===== src/rtl/lowbat_gain_sup.sv =====
`timescale 1ns/1ps
module lowbat_gain_sup #(
  parameter int HOLD_SEC = 30,
  parameter int STEP_SEC = 10,
  parameter int AVG_MAX  = 18,
  parameter int INST_MAX = 2,
  parameter int INST_DB  = 3,
  localparam int HW = $clog2(HOLD_SEC + 1),
  localparam int SW = $clog2(STEP_SEC + 1),
  localparam int AW = $clog2(AVG_MAX + 1),
  localparam int IW = $clog2(INST_MAX + 1),
  localparam int DW = $clog2(INST_MAX * INST_DB + AVG_MAX + 1)
) (
  input  logic          clk,
  input  logic          rst_n,
  input  logic          sec_tick,
  input  logic          inst_below_lo,
  input  logic          inst_above_mid,
  input  logic          inst_above_hi,
  input  logic          avg_below_lo,
  input  logic          avg_above_hi,
  output logic [DW-1:0] atten_db,
  output logic          mute
);
  typedef enum logic [1:0] {DIR_IDLE, DIR_DOWN, DIR_UP} dir_t;

  logic [IW-1:0] inst_cnt;
  logic [HW-1:0] hold_left, hi_run, mid_run;
  logic [AW-1:0] avg_cnt;
  logic [SW-1:0] step_t;
  dir_t          dir, dir_q;
  logic          mute_q;

  wire armed    = (hold_left == '0);
  wire dip      = armed && inst_below_lo && !avg_below_lo && (inst_cnt < IW'(INST_MAX));
  wire hi_done  = inst_above_hi && sec_tick && (inst_cnt != '0) && (hi_run == HW'(HOLD_SEC - 1));
  wire mid_done = inst_above_mid && sec_tick && (inst_cnt == IW'(INST_MAX)) &&
                  (mid_run == HW'(HOLD_SEC - 1));
  wire step_due = sec_tick && (step_t == SW'(STEP_SEC - 1));

  assign dir = avg_below_lo ? DIR_DOWN : (avg_above_hi ? DIR_UP : DIR_IDLE);

  always_ff @(posedge clk) begin
    if (!rst_n) begin
      inst_cnt  <= '0;
      hold_left <= '0;
      hi_run    <= '0;
      mid_run   <= '0;
    end else if (dip) begin
      inst_cnt  <= inst_cnt + 1'b1;
      hold_left <= HW'(HOLD_SEC);
      hi_run    <= '0;
      mid_run   <= '0;
    end else if (!armed) begin
      if (sec_tick) hold_left <= hold_left - 1'b1;
      hi_run  <= '0;
      mid_run <= '0;
    end else if (hi_done) begin
      inst_cnt <= '0;
      hi_run   <= '0;
      mid_run  <= '0;
    end else if (mid_done) begin
      inst_cnt <= inst_cnt - 1'b1;
      hi_run   <= '0;
      mid_run  <= '0;
    end else begin
      if (!inst_above_hi || inst_cnt == '0) hi_run <= '0;
      else if (sec_tick)                    hi_run <= hi_run + 1'b1;
      if (!inst_above_mid || inst_cnt != IW'(INST_MAX)) mid_run <= '0;
      else if (sec_tick)                                mid_run <= mid_run + 1'b1;
    end
  end

  always_ff @(posedge clk) begin
    if (!rst_n) begin
      avg_cnt <= '0;
      step_t  <= '0;
      mute_q  <= 1'b0;
      dir_q   <= DIR_IDLE;
    end else begin
      dir_q <= dir;
      if (dir != dir_q) begin
        step_t <= '0;
        if (dir == DIR_UP) mute_q <= 1'b0;
      end else if (dir == DIR_IDLE) begin
        step_t <= '0;
      end else if (step_due) begin
        step_t <= '0;
        if (dir == DIR_DOWN) begin
          if (avg_cnt < AW'(AVG_MAX)) avg_cnt <= avg_cnt + 1'b1;
          else                        mute_q  <= 1'b1;
        end else if (avg_cnt != '0) begin
          avg_cnt <= avg_cnt - 1'b1;
        end
      end else if (sec_tick) begin
        step_t <= step_t + 1'b1;
      end
    end
  end

  assign atten_db = DW'(inst_cnt) * DW'(INST_DB) + DW'(avg_cnt);
  assign mute     = mute_q;
endmodule



===== config.mk =====
export PLATFORM = sky130hd
export DESIGN_NAME = lowbat_gain_sup
export DESIGN_NICKNAME = d
export VERILOG_FILES = /design/src/rtl/lowbat_gain_sup.sv
export SDC_FILE = /design/constraint.sdc
export NUM_CORES = 1
export LEC_CHECK = 0
export BUFFER_PORTS_ARGS = -buffer_cell sky130_fd_sc_hd__buf_2
export CAP_MARGIN = 20
export CORE_ASPECT_RATIO = 1.5
export CORE_UTILIZATION = 35
export CTS_CLUSTER_DIAMETER = 80
export DETAILED_ROUTE_END_ITERATION = 12
export PLACE_DENSITY = 0.59
export SKIP_CTS_REPAIR_TIMING = 1
export SYNTH_ARGS = -nofsm -noshare
export SYNTH_HDL_FRONTEND = slang
export SYNTH_SLANG_ARGS = --single-unit

===== constraint.sdc =====
create_clock -name clk -period 2.6 [get_ports clk]
set_input_delay 0.52 -clock clk [delete_from_list [all_inputs] [get_ports clk]]
set_output_delay 0.52 -clock clk [all_outputs]
set_load 0.05 [all_outputs]

==> metrics.md <==
| Metric | Value |
|---|---|
| Status | `finished with violations` |
| Failing checks | `setup timing` |
| Routability cong. | `0.7841` |
| Leading area contributor after synthesis | `dfxtp_1` |
| Die Span Y | `86.26 µm` |
| Port bufs | `13` |
| Area growth syn-to-layout | `19.11%` |
| Count leader, synth | `dfxtp_1` |
| Yosys top cell area share | `0.3505` |
| Core outline area | `4542 µm²` |
| Maxcap violations | `0` |
| R2R Setup Slk | `0.73 ns` |
| Data required, critical path | `2.08 ns` |
| RSZ-0062 raised after global routing | `true` |
| Worst-Margin Slew | `0.4945 ns` |
| Syn avg cell area | `9.102 µm²` |
| End of the critical path | `atten_db[2]` |
| Final Cell Area | `1973 µm²` |
| Share of cells above drive strength 1 | `0.2098` |
| Syn Nets | `210` |
| Worst hold slack | `0.4769 ns` |
| Final setup viols | `3` |
| Cells on Worst Hold Path | `2` |
| Clock Root Buffer | `clkbuf_8` |
| Vias per cell | `4.855` |
| Seq/Total Area, Yosys | `0.3505` |
| Mux cell area share after synthesis | `0.01208` |
| Max Fclk | `379.8 MHz` |
| CP Capture Type | `primary output` |
| Mapped Area | `1657 µm²` |
| CTS tree | `yes` |
| Main synth FF type | `dfxtp_1` |
| Synth Area in Simple Gates | `0.2356` |
| Fin crit period | `2.633 ns` |
| CTS H-Tree Depth | `2` |
| Worst slew margin | `0.6696` |
| Final ANT Viol Nets | `0` |
| 1st-iter DRT viols | `30` |
| Critical path origin | `inst_cnt[0]` |
| Yosys reg bits | `29` |
| Synth Area in XOR/XNOR | `0.08988` |
| DR DRC count | `0` |
| CP max FO | `3` |
| Total GRT Usage | `0.1413` |
| Crit Path Category | `register to primary output` |
| Largest family of logic cells by synthesized area | `simple AND/OR/NAND/NOR gates` |
| Reg2reg end | `avg_cnt[4]` |
| Boundary pin count | `14` |
| Vias in the first global route | `1261` |
| Post-synth top cells | `29 x dfxtp_1, 27 x nor2_1, 17 x ha_1, 17 x inv_1, 9 x xor2_1` |
| Largest cells by area after synthesis | `dfxtp_1 35%, ha_1 13%, nor2_1 6.1%, xor2_1 4.8%, xnor2_1 4.2%` |
| Die Wd | `58.18 µm` |
| Synth warn | `0` |
| Worst-Skew Late Latency | `0.28 ns` |
| PD cells | `690.9 nW/µm²` |
| Leakage | `0.8116 nW` |
| Initial Utilization | `0.3647` |
| Num CTS Buffers | `5` |
| Cells after Synth | `182` |
| Worst r2r src | `avg_cnt[0]` |
| First-pass GRT wire length | `5478 µm` |
| CP Launch Type | `register` |
| Avg WL per Cell | `11.74 µm` |
| Placed Area | `1827 µm²` |
| Final-report hold violation count | `0` |
| CTS clk-pin slew, worst paths | `0.06 ns` |
| GRT Residual Overflow | `0` |
| Nets@finish | `233` |
| Hold Crit Class | `register to register` |
| Worst Skew | `0.002221 ns` |
| Filler cells | `458` |
| Routed wire length | `3157 µm` |
| Via count | `1306` |
| # diodes | `0` |
| Largest net degree at the start of global routing | `16` |
| Clock buffer depth | `2` |
| FP Rows | `30` |
| Worst Path Arrival | `2.11 ns` |
| Max Slew Vio Count | `0` |
| Post-Synth Adder-Cell Area | `0.1647` |
| Final WS setup | `-0.03325 ns` |
| Initial antenna violation count | `0` |
| Total power draw | `1.363 mW` |
| Die Area | `5018 µm²` |
| Period utilization | `1.013` |
| R2R cell count | `7` |
| Multi-input gate area | `1023 µm²` |
| Netlist cell types | `37` |
| VDD IR max | `0.0002579 V` |
| EDFF count, synth | `0` |
| Drt first pass iters | `4` |
| Synth Area in Compound Gates | `0.1012` |
| Sink Count | `29` |
| Post-DP HPWL | `2388 µm` |
| Async set or reset register ratio after synthesis | `0` |
| FF+latch area | `584.3 µm²` |
[layer usage]
| layer | vias to the layer above | GRT usage | wire (µm) |
|---|---|---|---|
| met4 | 0 | 0.07143 | 74 |
| met2 | 16 | 0.2539 | 1625 |
| met3 | 5 | 0.02687 | 47 |
| li1 | 674 | - | - |
| met5 | - | 0 | 0 |
| met1 | 611 | 0.1543 | 1410 |
[kinds of logic after synthesis]
family / after synthesis
adder cells (fa/ha/maj): 20
multiplexers: 2
XOR/XNOR: 17
AND/OR/NAND/NOR: 69
flip-flops: 29
buffers and inverters: 20
AO/OA/AOI/OAI: 25
[worst min-delay path by stage]
stage                              to  slack, ns        start
after floorplan           inst_cnt[0]       0.46  inst_cnt[0]
after global placement           mute       0.46         mute
after detailed placement         mute       0.47         mute
after CTS                        mute       0.48         mute
after global routing             mute       0.49         mute
final                            mute       0.48         mute
[worst max-delay path: stages, from the launching register on]
cell and delay, ns:
dfxtp_2 0.35, inv_4 0.04, fa_1 0.46, inv_1 0.07, ha_2 0.18, inv_2 0.04
fa_2 0.52, inv_2 0.04, buf_8 0.14
[power by group]
| group | leakage, nW | internal (mW) | switching [mW] | total, mW |
|---|---|---|---|---|
| Sequential | 0.237 | 0.493 | 0.0501 | 0.543 |
| Combinational | 0.531 | 0.197 | 0.249 | 0.446 |
| Clock | 0.0443 | 0.210 | 0.165 | 0.374 |
[final cells by class]
class                   count  share of cell area
inverters                  17             0.03361
repair buffers             19             0.06722
clock buffers               7             0.04375
multi-input cells         133              0.5187
well taps                  64             0.04058
flip-flops and latches     29              0.2961
[flip-flops by register name (all words and copies together), names as in the netlist]
name,count
hold_left,5
avg_cnt,5
hi_run,5
step_t,4
mute,1
inst_cnt,2
dir_q,2
mid_run,5
[through the flow]
step / instances / setup WS [ns] / TNS [ns] / util
finish: 269 / -0.03325 / -0.06591 / 0.4344
global route: 269 / -0.08741 / -0.2368 / 0.4344
CTS: 266 / -0.1991 / -0.5917 / 0.4212
detailed placement: 259 / 0.1033 / 0 / 0.4022
global placement: 259 / 0.1082 / 0 / 0.4022
floorplan: 182 / 0.02638 / 0 / -
[cells in the final DEF (no fill, tap or decap), drive strengths merged, types with 2 or more instances in the layout]
cell type	netlist	routed
xnor2	8	8
nor2b	4	4
mux2i	2	2
xor2	9	9
a21oi	8	8
nor4b	2	2
fa	3	3
nand2	5	5
a211oi	7	7
ha	17	17
or3	2	2
inv	17	17
nand3	6	6
o21ai	2	2
nor2	27	27
nand4	7	7
buf	1	19
and2	2	2
a21o	2	2
clkbuf	2	7
nand4b	3	3
dfxtp	29	29
nor3	6	6
o31ai	2	2
No activity file was read; power rests on OpenSTA's default activity.
